<file path="config.mk">
export PLATFORM = sky130hd
export DESIGN_NAME = vend_ctrl
export DESIGN_NICKNAME = d
export VERILOG_FILES = /design/src/rtl/vend_pkg.sv /design/src/rtl/vend_coin_hold.sv /design/src/rtl/vend_credit_fsm.sv /design/src/rtl/vend_out_reg.sv /design/src/rtl/vend_ctrl.sv
export SDC_FILE = /design/constraint.sdc
export NUM_CORES = 1
export LEC_CHECK = 0
export ABC_AREA = 1
export ABC_CLOCK_PERIOD_IN_PS = 1150
export BUFFER_PORTS_ARGS = -buffer_cell sky130_fd_sc_hd__buf_2
export CAP_MARGIN = 0
export CELL_PAD_IN_SITES_DETAIL_PLACEMENT = 1
export CELL_PAD_IN_SITES_GLOBAL_PLACEMENT = 2
export CORE_AREA = 2 2 50 52
export CTS_CLUSTER_DIAMETER = 150
export DETAILED_ROUTE_END_ITERATION = 10
export DIE_AREA = 0 0 52 54
export GPL_TIMING_DRIVEN = 0
export PLACE_DENSITY = 0.79
export SLEW_MARGIN = 20
export SYNTH_ARGS = -nofsm -noshare
export SYNTH_HDL_FRONTEND = slang
export SYNTH_HIERARCHICAL = 1
export SYNTH_SLANG_ARGS = --single-unit
</file>
<file path="constraint.sdc">
create_clock -name clk -period 1.15 [get_ports clk]
set_clock_uncertainty 0.05 [all_clocks]
set_input_delay 0.1725 -clock clk [delete_from_list [all_inputs] [get_ports clk]]
set_output_delay 0.1725 -clock clk [all_outputs]
set_load 0.01 [all_outputs]
</file>
<file path="src/rtl/vend_pkg.sv">
package vend_pkg;

  typedef enum logic [2:0] {
    CR0  = 3'd0,
    CR5  = 3'd1,
    CR10 = 3'd2,
    CR15 = 3'd3,
    CR20 = 3'd4
  } credit_e;

  typedef enum logic [1:0] {
    COIN_NONE   = 2'd0,
    COIN_NICKEL = 2'd1,
    COIN_DIME   = 2'd2
  } coin_e;

  typedef struct packed {
    logic drop;
    logic ret5;
    logic ret10;
    logic ret15;
  } vend_out_t;

  localparam vend_out_t OUT_IDLE = '{drop: 1'b0, ret5: 1'b0, ret10: 1'b0, ret15: 1'b0};

endpackage

</file>
<file path="src/rtl/vend_coin_hold.sv">
module vend_coin_hold
  import vend_pkg::*;
(
  input  logic  clk,
  input  logic  rst_n,
  input  logic  nickel_i,
  input  logic  dime_i,
  input  logic  cmd_i,
  output coin_e coin_o,
  output logic  pend_o
);

  coin_e live_coin;
  coin_e hold_q;
  coin_e hold_d;
  logic  hold_en;

  always_comb begin
    if (dime_i)        live_coin = COIN_DIME;
    else if (nickel_i) live_coin = COIN_NICKEL;
    else               live_coin = COIN_NONE;
  end

  assign pend_o = (hold_q != COIN_NONE);

  // Commands take the cycle: the coin waits in the slot.
  always_comb begin
    if (cmd_i) begin
      coin_o = COIN_NONE;
      hold_d = pend_o ? hold_q : live_coin;
    end else begin
      coin_o = pend_o ? hold_q : live_coin;
      hold_d = pend_o ? live_coin : COIN_NONE;
    end
  end

  assign hold_en = (hold_d != hold_q);

  always_ff @(posedge clk or negedge rst_n) begin
    if (!rst_n)       hold_q <= COIN_NONE;
    else if (hold_en) hold_q <= hold_d;
  end

endmodule

</file>
<file path="src/rtl/vend_credit_fsm.sv">
module vend_credit_fsm
  import vend_pkg::*;
(
  input  logic      clk,
  input  logic      rst_n,
  input  coin_e     coin_i,
  input  logic      vend_i,
  input  logic      refund_i,
  output credit_e   credit_o,
  output vend_out_t out_d
);

  credit_e state_q;
  credit_e state_d;
  logic    state_en;

  assign credit_o = state_q;

  always_comb begin
    state_d = state_q;
    out_d   = OUT_IDLE;
    if (refund_i) begin
      state_d = CR0;
      case (state_q)
        CR0:     ;
        CR5:     out_d.ret5  = 1'b1;
        CR10:    out_d.ret10 = 1'b1;
        CR15:    out_d.ret15 = 1'b1;
        CR20:    begin out_d.ret5 = 1'b1; out_d.ret15 = 1'b1; end
        default: ;
      endcase
    end else if (vend_i) begin
      case (state_q)
        CR15:    begin state_d = CR0; out_d.drop = 1'b1; end
        CR20:    begin state_d = CR0; out_d.drop = 1'b1; out_d.ret5 = 1'b1; end
        CR0, CR5, CR10: ;
        default: state_d = CR0;
      endcase
    end else begin
      case (state_q)
        CR0: begin
          if (coin_i == COIN_NICKEL)    state_d = CR5;
          else if (coin_i == COIN_DIME) state_d = CR10;
        end
        CR5: begin
          if (coin_i == COIN_NICKEL)    state_d = CR10;
          else if (coin_i == COIN_DIME) state_d = CR15;
        end
        CR10: begin
          if (coin_i == COIN_NICKEL)    state_d = CR15;
          else if (coin_i == COIN_DIME) state_d = CR20;
        end
        CR15, CR20: begin
          out_d.ret5  = (coin_i == COIN_NICKEL);
          out_d.ret10 = (coin_i == COIN_DIME);
        end
        default: state_d = CR0;
      endcase
    end
  end

  assign state_en = (state_d != state_q);

  always_ff @(posedge clk or negedge rst_n) begin
    if (!rst_n)        state_q <= CR0;
    else if (state_en) state_q <= state_d;
  end

endmodule

</file>
<file path="src/rtl/vend_out_reg.sv">
module vend_out_reg
  import vend_pkg::*;
(
  input  logic      clk,
  input  logic      rst_n,
  input  vend_out_t out_d,
  output vend_out_t out_q
);

  always_ff @(posedge clk or negedge rst_n) begin
    if (!rst_n) out_q <= OUT_IDLE;
    else        out_q <= out_d;
  end

endmodule

</file>
<file path="src/rtl/vend_ctrl.sv">
module vend_ctrl
  import vend_pkg::*;
(
  input  logic clk,
  input  logic rst_n,
  input  logic nickel_i,
  input  logic dime_i,
  input  logic vend_i,
  input  logic refund_i,
  output logic drop_o,
  output logic ret5_o,
  output logic ret10_o,
  output logic ret15_o
);

  coin_e     coin;
  logic      pend;
  credit_e   credit;
  vend_out_t out_d;
  vend_out_t out_q;
  logic      cmd;

  assign cmd = vend_i | refund_i;

  vend_coin_hold u_hold (
    .clk      (clk),
    .rst_n    (rst_n),
    .nickel_i (nickel_i),
    .dime_i   (dime_i),
    .cmd_i    (cmd),
    .coin_o   (coin),
    .pend_o   (pend)
  );

  vend_credit_fsm u_fsm (
    .clk      (clk),
    .rst_n    (rst_n),
    .coin_i   (coin),
    .vend_i   (vend_i),
    .refund_i (refund_i),
    .credit_o (credit),
    .out_d    (out_d)
  );

  vend_out_reg u_oreg (
    .clk   (clk),
    .rst_n (rst_n),
    .out_d (out_d),
    .out_q (out_q)
  );

  assign drop_o  = out_q.drop;
  assign ret5_o  = out_q.ret5;
  assign ret10_o = out_q.ret10;
  assign ret15_o = out_q.ret15;

  AST_COIN_EXCL: assert property (@(posedge clk) disable iff (!rst_n)
    !(nickel_i && dime_i));

  AST_DROP_NEEDS_CREDIT: assert property (@(posedge clk) disable iff (!rst_n)
    drop_o |-> $past(credit == CR15 || credit == CR20));

  AST_DROP_CLEARS: assert property (@(posedge clk) disable iff (!rst_n)
    drop_o |-> (credit == CR0));

  AST_LOW_VEND_HOLDS: assert property (@(posedge clk) disable iff (!rst_n)
    (vend_i && !refund_i && (credit == CR0 || credit == CR5 || credit == CR10))
      |=> ($stable(credit) && !drop_o));

  AST_ZERO_REFUND_QUIET: assert property (@(posedge clk) disable iff (!rst_n)
    (refund_i && credit == CR0)
      |=> !(drop_o || ret5_o || ret10_o || ret15_o));

  AST_COIN_DEFER: assert property (@(posedge clk) disable iff (!rst_n)
    (cmd && (nickel_i || dime_i) && !pend) |=> pend);

  AST_REFUND_WINS: assert property (@(posedge clk) disable iff (!rst_n)
    (refund_i && vend_i) |=> !drop_o);

endmodule

</file>
==> out/qor.yml <==
outcome: "complete, but fails checks"
violations: "negative setup slack"
final_max_slew_viol_count: 0
row_count: 18
syn_to_final_growth_pct: 41.8
cts_tree: "done"
clock_tree.buffer_depth: 2
slowest_delay_ns: 0.44
ys_types: 15
yosys-top-cells-count: "25 x nand2_1, 11 x inv_1, 9 x dfrtp_1"
syn_area_per_cell_um2: 6.83
post_drt_wl_per_cell_um: 12.6
globalRouteTotalUtil: 0.126
route.detailed.drc: 0
endpoint_kind: "register"
die_h_um: 54
async_flop_share: 1.00
ys_dominant_reg_cell: "dfrtp_1"
root_buffer: "clkbuf_4"
cp_common_cell: "nand2_1"
r2r_start: "u_hold/hold_q[0]"
viasPerCell: 4.25
r2r_slack_ns: -0.24
synth_seq_cells: 9
drt_wl_total_um: 1600
worstPathCellList: "inv_1 -> nand2_2 -> nand2_2 -> nor2_4 -> inv_2 -> nand2_4 -> nand3_2 -> nand3_2 -> nand2_1 -> nand2_1 -> nand2_1"
worst_ep_arrival_time_ns: 1.50
layout_min_cycle_time_ns: 1.39
dp_hpwl_um: 1090
nNetsFinal: 104
die_w_um: 52
netlist_area_um2: 533
required_ns: 1.26
drt_iter0_markers: 5
worst_slew_pin_slew_ns: 0.235
rsz0062_at_grt: "yes"
yosysTopAreaCellShare: 0.423
path_clk_slew_ns: 0.07
antenna_found_initial: 0
holdCritStartpoint: "dime_i"
synth_fp_nets: 84
p_per_area_nw_per_um2: 1380
finalSetupTns_ns: -0.839
io-pin-count: 10
hp-class: "input pin to register"
drive_gt1_frac: 0.443
placed_cell_area_um2: 618
clock-sinks: 9
io_buffers: 9
first_pass_iters: 3
grt_max_degree: 10
cap_violations: 0
yosysWarnings: 6
synth.area.top_cells: "dfrtp_1 42%, nand2_1 18%, inv_1 7.7%"
relSlewSlack: 0.844
htree_levels: 1
detail-route-antenna-nets: 0
num_vias: 540
yosysTopAreaCell: "dfrtp_1"
critPathLaunch: "u_hold/hold_q[0]"
numCtsBuffers: 3
fin_util: 0.326
insertion_delay_ns: 0.27
core_area_um2: 2320
initial_utilization: 0.230
yosysMostFrequentCell: "nand2_1"
setup_violations: 5
grt_pass1_wl_um: 2520
layout_setup_ws_ns: -0.243
grt_overflow: 0
crit_fanout: 3
cp-start-kind: "register"
synthesis.instances: 78
dieArea_um2: 2810
cp_slowest_cell: "dfrtp_1"
post-route-period-util: 1.21
synth_edf_count: 0
total_leakage_power_uw: 0.000416
max_freq_ghz: 0.718
place_congestion: 0.735
hold_violations: 0
fin_area_um2: 756
n_antenna_cell: 0
seq_area_frac_synth: 0.423
grt_pass1_vias: 584
worstSetupPathType: "register to register"
irDropWorstVdd_mv: 0.488
repair_timing:
| item | CTS | global route |
|---|---|---|
| gates resized for setup | 7 | 12 |
| setup endpoints to repair | 5 | 7 |
| cloned | 0 | 0 |
| buffers inserted | 3 | 2 |
| hold buffers | 1 | 0 |
| pin swaps | 8 | 8 |
| endpoints found under the hold margin | 9 | 0 |
final timing paths:
path                       cells after the start                 to
max                                           11  u_fsm/credit_o[1]
min                                            3   u_hold/hold_q[1]
max reg2reg                                   11  u_fsm/credit_o[1]
min reg2reg                                    3  u_fsm/credit_o[2]
max in group asynchronous                      2  u_fsm/credit_o[0]
min in group asynchronous                      2  u_fsm/credit_o[0]
routing by layer:
layer / share of wire / GRT usage / up-vias
li1: - / - / 277
met1: 0.41 / 0.141 / 257
met2: 0.56 / 0.224 / 6
met3: 0.025 / 0.0250 / 0
met4: 0 / 0.0658 / 0
met5: 0 / 0 / -
registers in the layout, indices dropped and copies added (netlist names):
name and count:
u_hold/hold_q 2, u_fsm/credit_o 3, u_oreg/out_q 4
worst max-delay path, delay by kind of cell (launching register included):
family        cells  cell delay, ns
buf+inv           2            0.13
flops             1            0.44
simple gates      9            0.67
through the flow:
step / setup slack, ns / instances / hold slack [ns] / total power [uW]
floorplan: -0.101 / 78 / -0.173 / 554
global placement: -0.254 / 117 / -0.00696 / 612
detailed placement: -0.340 / 117 / -0.0000138 / 626
CTS: -0.255 / 125 / 0.129 / 952
global route: -0.360 / 127 / 0.138 / 1110
finish: -0.243 / 127 / 0.136 / 1040
power breakdown:
group	switching, uW	internal, uW
clock network	121	134
logic	219	173
registers	41.9	351
total	382	658
layout by cell type (no fill, tap or decap), types with 2 or more instances in the layout:
| cell | synthesis | layout |
|---|---|---|
| nand3_1 | 7 | 4 |
| nand3_2 | 0 | 3 |
| nor2_2 | 4 | 4 |
| inv_1 | 11 | 9 |
| o22ai_1 | 2 | 2 |
| inv_2 | 3 | 4 |
| nand2_2 | 3 | 6 |
| a21oi_1 | 2 | 2 |
| buf_4 | 0 | 5 |
| nand2_4 | 0 | 2 |
| nand2_1 | 25 | 20 |
| clkbuf_4 | 0 | 3 |
| buf_2 | 0 | 9 |
| dfrtp_1 | 9 | 8 |
| nor2_1 | 7 | 6 |
cell type report:
cell class	count	area (um^2)
well taps	30	37.5
clock buffers	4	26.3
repair buffers	15	92.6
flip-flops and latches	9	226
inverters	14	55.1
multi-input cells	55	318
fillers	294	1560
cells by family (layout without fill, tap and decap cells):
logic type             count (synthesis)  in the layout  synth area share
AOI/OAI and AO/OA                      7              7            0.0751
and+or+nand+nor                       48             48             0.404
DFF                                    9              9             0.423
buffers and inverters                 14             33            0.0986
Power figures use the tool's default switching activity.
